--- src/rtl/flash_ctrl_pkg.sv ---
package flash_ctrl_pkg;

    localparam int WORD_W = 16;
    localparam int SECT_LSB = 7;

    localparam logic [7:0]        BYTE_ERASE_SETUP = 8'h20;
    localparam logic [7:0]        BYTE_PROG_SETUP  = 8'h10;
    localparam logic [7:0]        BYTE_ERASE_GO    = 8'hD0;
    localparam logic [7:0]        BYTE_IDENT       = 8'h90;
    localparam logic [WORD_W-1:0] WORD_ABORT       = 16'hFFFF;
    localparam logic [WORD_W-1:0] ID_MAKER         = 16'h0062;
    localparam logic [WORD_W-1:0] ID_PART          = 16'h0017;

    typedef enum logic [2:0] {
        M_READ,
        M_IDENT,
        M_ERASE_SU,
        M_PROG_SU,
        M_ERASING,
        M_PROGRAMMING
    } mode_e;

    typedef enum logic [2:0] {
        K_ABORT,
        K_ERASE_SU,
        K_PROG_SU,
        K_ERASE_GO,
        K_IDENT,
        K_OTHER
    } cmd_e;

    typedef struct packed {
        logic              is_erase;
        logic [WORD_W-1:0] addr;
        logic [WORD_W-1:0] data;
    } op_t;

    function automatic cmd_e classify(input logic [WORD_W-1:0] w);
        cmd_e k;
        if (w == WORD_ABORT)               k = K_ABORT;
        else if (w[7:0] == BYTE_ERASE_SU_f()) k = K_ERASE_SU;
        else if (w[7:0] == BYTE_PROG_SETUP) k = K_PROG_SU;
        else if (w[7:0] == BYTE_ERASE_GO)  k = K_ERASE_GO;
        else if (w[7:0] == BYTE_IDENT)     k = K_IDENT;
        else                               k = K_OTHER;
        return k;
    endfunction

    function automatic logic [7:0] BYTE_ERASE_SU_f();
        return BYTE_ERASE_SETUP;
    endfunction

    function automatic logic is_busy_mode(input mode_e m);
        return (m == M_ERASING) || (m == M_PROGRAMMING);
    endfunction

endpackage

--- src/rtl/flash_cmd_decode.sv ---
module flash_cmd_decode
    import flash_ctrl_pkg::*;
(
    input  mode_e              mode,
    input  logic               wr_en,
    input  logic [WORD_W-1:0]  addr,
    input  logic [WORD_W-1:0]  wdata,
    input  logic               protected_i,
    output mode_e              next_mode,
    output logic               start,
    output op_t                start_op,
    output logic               cancel
);
    localparam logic [WORD_W-1:0] SECT_MASK = {{(WORD_W-SECT_LSB){1'b1}}, {SECT_LSB{1'b0}}};

    cmd_e cmd;

    always_comb begin
        cmd       = classify(wdata);
        next_mode = mode;
        start     = 1'b0;
        cancel    = 1'b0;
        start_op  = '{is_erase: 1'b0, addr: addr, data: wdata};
        if (wr_en) begin
            unique case (mode)
                M_READ, M_IDENT: begin
                    unique case (cmd)
                        K_ABORT:    next_mode = M_READ;
                        K_IDENT:    next_mode = M_IDENT;
                        K_ERASE_SU: if (!protected_i) next_mode = M_ERASE_SU;
                        K_PROG_SU:  if (!protected_i) next_mode = M_PROG_SU;
                        default:    next_mode = mode;
                    endcase
                end
                M_ERASE_SU: begin
                    if (cmd == K_ERASE_GO && !protected_i) begin
                        next_mode = M_ERASING;
                        start     = 1'b1;
                        start_op  = '{is_erase: 1'b1, addr: addr & SECT_MASK, data: WORD_ABORT};
                    end else begin
                        next_mode = M_READ;
                    end
                end
                M_PROG_SU: begin
                    if (cmd == K_ABORT || protected_i) begin
                        next_mode = M_READ;
                    end else begin
                        next_mode = M_PROGRAMMING;
                        start     = 1'b1;
                    end
                end
                M_ERASING: begin
                    if (cmd == K_ABORT) begin
                        next_mode = M_READ;
                        cancel    = 1'b1;
                    end
                end
                default: next_mode = mode;
            endcase
        end
    end
endmodule

--- src/rtl/flash_op_timer.sv ---
module flash_op_timer #(
    parameter int PROG_CYCLES  = 2000,
    parameter int ERASE_CYCLES = 200000
) (
    input  logic clk,
    input  logic rst,
    input  logic start,
    input  logic start_erase,
    input  logic running,
    output logic expire
);
    localparam int MAX_CYC = (PROG_CYCLES > ERASE_CYCLES) ? PROG_CYCLES : ERASE_CYCLES;
    localparam int CW      = $clog2(MAX_CYC + 1);
    localparam logic [CW-1:0] PROG_LOAD  = CW'(PROG_CYCLES - 1);
    localparam logic [CW-1:0] ERASE_LOAD = CW'(ERASE_CYCLES - 1);

    logic [CW-1:0] cnt;

    always_ff @(posedge clk) begin
        if (rst) begin
            cnt <= '0;
        end else if (start) begin
            cnt <= start_erase ? ERASE_LOAD : PROG_LOAD;
        end else if (running && cnt != '0) begin
            cnt <= cnt - 1'b1;
        end
    end

    assign expire = running && (cnt == '0);
endmodule

--- src/rtl/flash_read_path.sv ---
module flash_read_path
    import flash_ctrl_pkg::*;
(
    input  logic              clk,
    input  logic              rst,
    input  logic              rd_go,
    input  logic              busy,
    input  logic              ident,
    input  logic              start,
    input  logic [WORD_W-1:0] addr,
    input  logic [WORD_W-1:0] arr_rdata,
    input  logic [WORD_W-1:0] loaded,
    output logic [WORD_W-1:0] rdata
);
    logic tog;

    function automatic logic [WORD_W-1:0] ident_word(input logic [WORD_W-1:0] a);
        if (a == 16'h0000)      return ID_MAKER;
        else if (a == 16'h0001) return ID_PART;
        else                    return '0;
    endfunction

    always_ff @(posedge clk) begin
        if (rst) begin
            rdata <= '0;
            tog   <= 1'b0;
        end else begin
            if (start) tog <= 1'b0;
            if (rd_go) begin
                if (busy) begin
                    rdata <= {8'h00, ~loaded[7], tog, 6'b0};
                    tog   <= ~tog;
                end else if (ident) begin
                    rdata <= ident_word(addr);
                end else begin
                    rdata <= arr_rdata;
                end
            end
        end
    end
endmodule

--- src/rtl/flash_cmd_ctrl.sv ---
module flash_cmd_ctrl
    import flash_ctrl_pkg::*;
#(
    parameter int PROG_CYCLES  = 2000,
    parameter int ERASE_CYCLES = 200000
) (
    input  logic        clk,
    input  logic        rst,
    input  logic        rd_en,
    input  logic        wr_en,
    input  logic [15:0] addr,
    input  logic [15:0] wdata,
    input  logic        protected_i,
    input  logic [15:0] arr_rdata,
    output logic [15:0] rdata,
    output logic        busy,
    output logic        done,
    output logic        arr_prog,
    output logic        arr_erase,
    output logic [15:0] arr_addr,
    output logic [15:0] arr_wdata
);
    mode_e mode, next_mode;
    op_t   op, start_op;
    logic  start, cancel, expire;

    flash_cmd_decode u_dec (
        .mode        (mode),
        .wr_en       (wr_en),
        .addr        (addr),
        .wdata       (wdata),
        .protected_i (protected_i),
        .next_mode   (next_mode),
        .start       (start),
        .start_op    (start_op),
        .cancel      (cancel)
    );

    flash_op_timer #(
        .PROG_CYCLES  (PROG_CYCLES),
        .ERASE_CYCLES (ERASE_CYCLES)
    ) u_tmr (
        .clk         (clk),
        .rst         (rst),
        .start       (start),
        .start_erase (start_op.is_erase),
        .running     (busy),
        .expire      (expire)
    );

    flash_read_path u_rd (
        .clk       (clk),
        .rst       (rst),
        .rd_go     (rd_en && !wr_en),
        .busy      (busy),
        .ident     (mode == M_IDENT),
        .start     (start),
        .addr      (addr),
        .arr_rdata (arr_rdata),
        .loaded    (op.data),
        .rdata     (rdata)
    );

    always_ff @(posedge clk) begin
        if (rst) begin
            mode <= M_READ;
            op   <= '0;
            done <= 1'b0;
        end else begin
            done <= expire && !cancel;
            if (expire) mode <= M_READ;
            else        mode <= next_mode;
            if (start)  op <= start_op;
        end
    end

    assign busy      = is_busy_mode(mode);
    assign arr_prog  = (mode == M_PROGRAMMING);
    assign arr_erase = (mode == M_ERASING);
    assign arr_addr  = busy ? op.addr : addr;
    assign arr_wdata = op.data;
endmodule

--- config.mk ---
export PLATFORM = sky130hd
export DESIGN_NAME = flash_cmd_ctrl
export DESIGN_NICKNAME = d
export VERILOG_FILES = /design/src/rtl/flash_ctrl_pkg.sv /design/src/rtl/flash_cmd_decode.sv /design/src/rtl/flash_op_timer.sv /design/src/rtl/flash_read_path.sv /design/src/rtl/flash_cmd_ctrl.sv
export SDC_FILE = /design/constraint.sdc
export NUM_CORES = 1
export LEC_CHECK = 0
export ABC_AREA = 1
export BUFFER_PORTS_ARGS = -buffer_cell sky130_fd_sc_hd__buf_2
export CAP_MARGIN = 20
export CELL_PAD_IN_SITES_DETAIL_PLACEMENT = 1
export CELL_PAD_IN_SITES_GLOBAL_PLACEMENT = 2
export CORE_MARGIN = 3
export CORE_UTILIZATION = 28
export DETAILED_ROUTE_END_ITERATION = 16
export PLACE_DENSITY_LB_ADDON = 0.08
export RECOVER_POWER = 25
export SYNTH_ARGS = -nofsm -noshare
export SYNTH_HDL_FRONTEND = slang
export SYNTH_SLANG_ARGS = --single-unit
--- constraint.sdc ---
create_clock -name clk -period 1.9 [get_ports clk]
set_input_delay 0.19 -clock clk [delete_from_list [all_inputs] [get_ports clk]]
set_output_delay 0.19 -clock clk [all_outputs]
set_load 0.05 [all_outputs]
-- Yosys cells after proc, flatten, opt, wreduce, memory -nomap -nowiden
Index checks and enable logic that the tools add are counted.
- equal/unequal tests: 19
- reduce and logical (&&, ||, !) cells: 20
- bitwise operators: 2
- add/sub/neg operators: 1
- mux-type cells: 33
- operator list (cell ; count):
    33-bit two-way mux ; 3
    16-bit two-way mux ; 4
    18-bit two-way mux ; 3
    3-bit two-way mux ; 9
    3-bit case mux with 4 select lines ; 2
    18-bit zero test ; 1
    18-bit nonzero test ; 1
    18-bit by 1-bit subtractor with 18-bit output (second input constant) ; 1
    16-bit by 1-bit == test with 1-bit output (second input constant) ; 1
    16-bit == test (second input constant) ; 1
    8-bit == test (second input constant) ; 2
    16-bit zero test ; 1
    3-bit by 2-bit == test with 1-bit output (second input constant) ; 4
    1-bit two-way mux ; 10
    3-bit == test (second input constant) ; 3
    8-bit by 5-bit == test with 1-bit output (second input constant) ; 1
    8-bit by 6-bit == test with 1-bit output (second input constant) ; 1
    3-bit by 1-bit == test with 1-bit output (second input constant) ; 2
    3-bit zero test ; 2
    3-bit != test (second input constant) ; 2
    6-bit AND reduction ; 1
    1-bit logical AND ; 5
    5-bit two-way mux ; 1
    5-bit by 4-bit != test with 1-bit output (second input constant) ; 1
    other kinds (8) ; 13
- logic and storage cells: 82
- bits in registers: 71
- output and inout port bits: 52
- input port bits: 53

-- Longest topological paths before layout
- depth after elaboration: 14
- gate-level depth with buffers: 12
- gate-level depth less buffers: 12

-- By module
From an unflattened synthesis, not the netlist that was laid out.
- cells, all modules: 712
- area total of the unflattened synthesis: 4413.0 µm²
- by module, submodules not included (module ; times used ; cells an instance ; seq. area each (µm²) ; area each (µm²)):
    flash_cmd_ctrl ; 1 ; 293 ; 720.7 ; 1878.1
    flash_op_timer ; 1 ; 191 ; 360.3 ; 1196.1
    flash_read_path ; 1 ; 118 ; 340.3 ; 793.3
    flash_cmd_decode ; 1 ; 110 ; 0.0 ; 545.5

-- Worst setup path after synthesis
Ideal clock, no wire load.
- path type: flip-flop to output port
- start: reg mode[2]
- end: out arr_addr[10]
- path slack: -481 ps
- cell stages (with the launch flop): 6
- buffers on the path: 2
- arrival: 2191 ps
- path through: dfxtp_1 inv_1 nor2_1 buf_2 clkbuf_1 o21ai_0
- longest elaborated chain between the ends: 3
- RTL lines (what ; line ; text):
    from (decl) ; flash_cmd_ctrl.sv:23 ; mode_e mode, next_mode;
    from (signal assigned) ; flash_cmd_ctrl.sv:72 ; else mode <= next_mode;
    3-bit == test ; flash_ctrl_pkg.sv:54 ; return (m == M_ERASING) || (m == M_PROGRAMMING);
    1-bit logical OR (*) ; flash_ctrl_pkg.sv:54 ;
    named net busy ; flash_cmd_ctrl.sv:16 ; output logic busy,
    16-bit two-way mux (*) ; flash_cmd_ctrl.sv:80 ; assign arr_addr = busy ? op.addr : addr;
    to (decl) ; flash_cmd_ctrl.sv:20 ; output logic [15:0] arr_addr,
Mark *: on every way through the listed nets, which the timed path passes. The rest lies on a longest branch.

-- Final worst setup path
- start: reg mode[2]
- end: out arr_addr[2]
- longest elaborated chain between the ends: 3
- RTL lines (what ; line):
    3-bit == test ; flash_ctrl_pkg.sv:54
    1-bit logical OR (*) ; flash_ctrl_pkg.sv:54
    16-bit two-way mux (*) ; flash_cmd_ctrl.sv:80
Mark *: on every way between the ends. The rest lies on a longest branch, timed or not.

==> flow_metrics.env <==
export IMPL_finClkSkew_ns=0.00892
export IMPL_syn2layout_area_growth_pct=26.2
export IMPL_report_final_slew_viol_count=0
export IMPL_syn_area_mm2=0.00399
export IMPL_crit_path_max_fanout=9
export IMPL_layout_commonest_cell="nand2_1"
export IMPL_overflow=0
export IMPL_drive_gt1_share_pct=20.4
export IMPL_routed_via_density=4.64
export IMPL_post_route_period_util_pct=96.7
export IMPL_final_cell_mix="nand2_1 (131), nor2_1 (122), dfxtp_1 (70)"
export IMPL_grt_pass1_vias=4095
export IMPL_clkPwrFrac_pct=49.2
export IMPL_dr_pass1_iters=4
export IMPL_final_core_util_pct=37.1
export IMPL_hp_class="primary input to flop"
export IMPL_ys_flop_type="dfxtp_1"
export IMPL_ant_nets=0
export IMPL_yosysTopAreaCell="dfxtp_1"
export IMPL_grt_pass1_wl_mm=21.0
export IMPL_grtUsageTotal_pct=16.4
export IMPL_yosys_warnings=0
export IMPL_ios=105
export IMPL_die_height_um=125
export IMPL_combPwrFrac_pct=10.5
export IMPL_slew_headroom_pct=57.5
export IMPL_async_flop_share_pct=0
export IMPL_num_vias=4136
export IMPL_clock_root_buffer="clkbuf_16"
export IMPL_switchingPower_uw=977
export IMPL_die_w_um=125
export IMPL_ys_seq_area_share_pct=35.7
export IMPL_switching_share_pct=26.0
export IMPL_finalSetupViolCount=0
export IMPL_routed_wl_mm=13.1
export IMPL_path_clk_slew_ns=0.06
export IMPL_synthDominantCellAreaShare_pct=35.7
export IMPL_p_leak_nw=2.34
export IMPL_worstSetupStartpointType="flop"
export IMPL_r2r_end="u_rd.rdata[2]$_SDFFE_PP0P_"
export IMPL_route_detailed_drc=0
export IMPL_layout_nets=765
export IMPL_fin_ws_ns=0.0622
export IMPL_fmax_mhz=544
export IMPL_die_area_mm2=0.0157
export IMPL_clock_latency_ns=0.35
export IMPL_globalplace_congestion=0.806
export IMPL_routedWlPerCell_um=14.7
export IMPL_synth_nets=667
export IMPL_insertedDiodeCount=0
export IMPL_clock_sinks=71
export IMPL_synth_seq_cells=71
export IMPL_port_buffers=104
export IMPL_worst_hold_slack_ns=0.0892
export IMPL_peakVddDrop_mv=0.481
export IMPL_min_path_cells=3
export IMPL_min_from="arr_rdata[3]"
export IMPL_synthTopCellsByArea="dfxtp_1 (36%), nand2_1 (12%), nor2_1 (12%)"
export IMPL_antenna_found_initial=0
export IMPL_worstPathRequired_ns=1.71
export IMPL_status="finished, final reports clean"
export IMPL_clockBufferDepth=2
export IMPL_core_mm2=0.0136
export IMPL_r2r_start="mode[2]$_SDFFE_PP0P_"
export IMPL_ff2ff_setup_slack_ns=0.15
export IMPL_worstSetupPathType="flop to primary output"
export IMPL_cp_arrival_ns=1.65
export IMPL_reg2reg_depth=10
export IMPL_worstMarginPinSlew_ns=0.641
export IMPL_drtIter0Drc=162
export IMPL_cts_htree_levels=3
export IMPL_rsz0062_at_grt="yes"
export IMPL_p_per_area_mw_per_mm2=747
export IMPL_syn_inst=613
export IMPL_crit_path_end_kind="primary output"
export IMPL_fp_row_count=42
export IMPL_p_seq_share_pct=40.4
export IMPL_postSynthAreaPerCell_um2=6.50
export IMPL_ctsHoldBuffers=0
export IMPL_cts_tree="done"
export IMPL_dpl_worst_slack_ns=0.0906
export IMPL_dp_hpwl_mm=9.89
export IMPL_synth_edf_count=0
export IMPL_start_util_pct=29.4
export IMPL_internal_power_mw=2.78
export IMPL_synth_distinct_cells=35
export IMPL_grt_max_degree=37
export IMPL_cts_made_buffers=9
export IMPL_maxCapViolCount=0
export IMPL_min_to="u_rd.rdata[3]$_SDFFE_PP0P_"
export IMPL_period_needed_ns=1.84
export IMPL_hold_violations=0
## worst max path at each step
stage	from	end	slack (ns)	cells after the start
3_5_place_dp	u_tmr.cnt[0]$_SDFFE_PP0P_	u_tmr.cnt[2]$_SDFFE_PP0P_	0.09	11
2_1_floorplan	mode[2]$_SDFFE_PP0P_	arr_addr[0]	-0.18	5
3_3_place_gp	u_tmr.cnt[0]$_SDFFE_PP0P_	u_tmr.cnt[1]$_SDFFE_PP0P_	0.10	9
6_report	mode[2]$_SDFFE_PP0P_	arr_addr[2]	0.06	6
5_1_grt	mode[2]$_SDFFE_PP0P_	arr_addr[2]	-0.02	7
4_1_cts	mode[2]$_SDFFE_PP0P_	arr_addr[15]	0.01	6
## power by group through the flow
stage / logic (mW) / registers [mW] / clock network, mW
after floorplan: 0.179 / 1.61 / 0
final: 0.393 / 1.52 / 1.85
after global placement: 0.387 / 1.55 / 0
after CTS: 0.396 / 1.52 / 1.92
after detailed placement: 0.390 / 1.55 / 0
after global routing: 0.426 / 1.52 / 1.97
## critical path, cell delays in order, from the launching register on
cell,delay [ns]
dfxtp_2,0.34
inv_1,0.13
nor2_4,0.06
buf_12,0.14
clkbuf_16,0.16
o21ai_0,0.22
buf_4,0.25
## timing repair
| action | 4_1_cts | 5_1_grt |
|---|---|---|
| gates cloned | 0 | 2 |
| resized for setup | 9 | 16 |
| setup buffers | 0 | 2 |
| endpoints found under the setup margin | 17 | 33 |
| pin swaps | 0 | 1 |
## metrics by stage
step / std cells / TNS, ns / area, um^2 / power, mW
CTS: 888 / 0 / 4960 / 3.83
global placement: 872 / 0 / 4610 / 1.93
detailed placement: 872 / 0 / 4610 / 1.94
global route: 892 / -0.0690 / 5030 / 3.92
finish: 892 / 0 / 5030 / 3.76
floorplan: 613 / -2.81 / 3990 / 1.79
## state kept, by name (all words and copies together), names as in the netlist
signal      flops
arr_wdata      16
done            1
mode            3
op             16
u_rd.rdata     16
u_rd.tog        1
u_tmr.cnt      18
## cells by family (layout without fill, tap and decap cells)
| group | count (synthesis) | after routing | share of synthesized area, % |
|---|---|---|---|
| buffers and inverters | 100 | 203 | 12.8 |
| DFF | 71 | 71 | 35.7 |
| AOI/OAI and AO/OA | 91 | 91 | 12.7 |
| xor gates and xnor gates | 5 | 5 | 1.10 |
| adders and majority gates | 1 | 1 | 0.314 |
| and+or+nand+nor | 345 | 345 | 37.4 |
## cell type report
| cell class | instances | area (um^2) |
|---|---|---|
| inverters | 61 | 234 |
| fillers | 1774 | 8530 |
| repair buffers | 126 | 758 |
| well taps | 176 | 220 |
| clock inverters | 6 | 92.6 |
| multi-input cells | 442 | 2070 |
| clock buffers | 10 | 229 |
| flip-flops and latches | 71 | 1420 |
## cell usage after synthesis (2+ instances only)
library cell	n
nand3_1	51
o21ai_0	50
nand4_1	8
inv_1	55
clkinv_1	2
buf_4	17
dfxtp_1	71
buf_6	7
buf_2	2
nor2_4	2
buf_1	2
nor2_1	124
xor2_1	5
inv_2	3
o22ai_1	2
nand3_2	3
clkbuf_1	9
o21ai_1	2
nor2_2	9
nand2_2	9
a21oi_1	26
and2_1	2
nand2_1	131
nand3b_1	4
o31ai_1	7
## per-layer routing
layer	part of all wire, %	up-vias	wire length (um)	global-route usage (%)
li1	-	2129	-	-
met1	46	1936	6060	20.8
met2	48	63	6330	27.5
met3	4.4	8	576	4.99
met4	0.98	0	128	3.95
met5	0	-	0	0
Power figures use the tool's default switching activity.
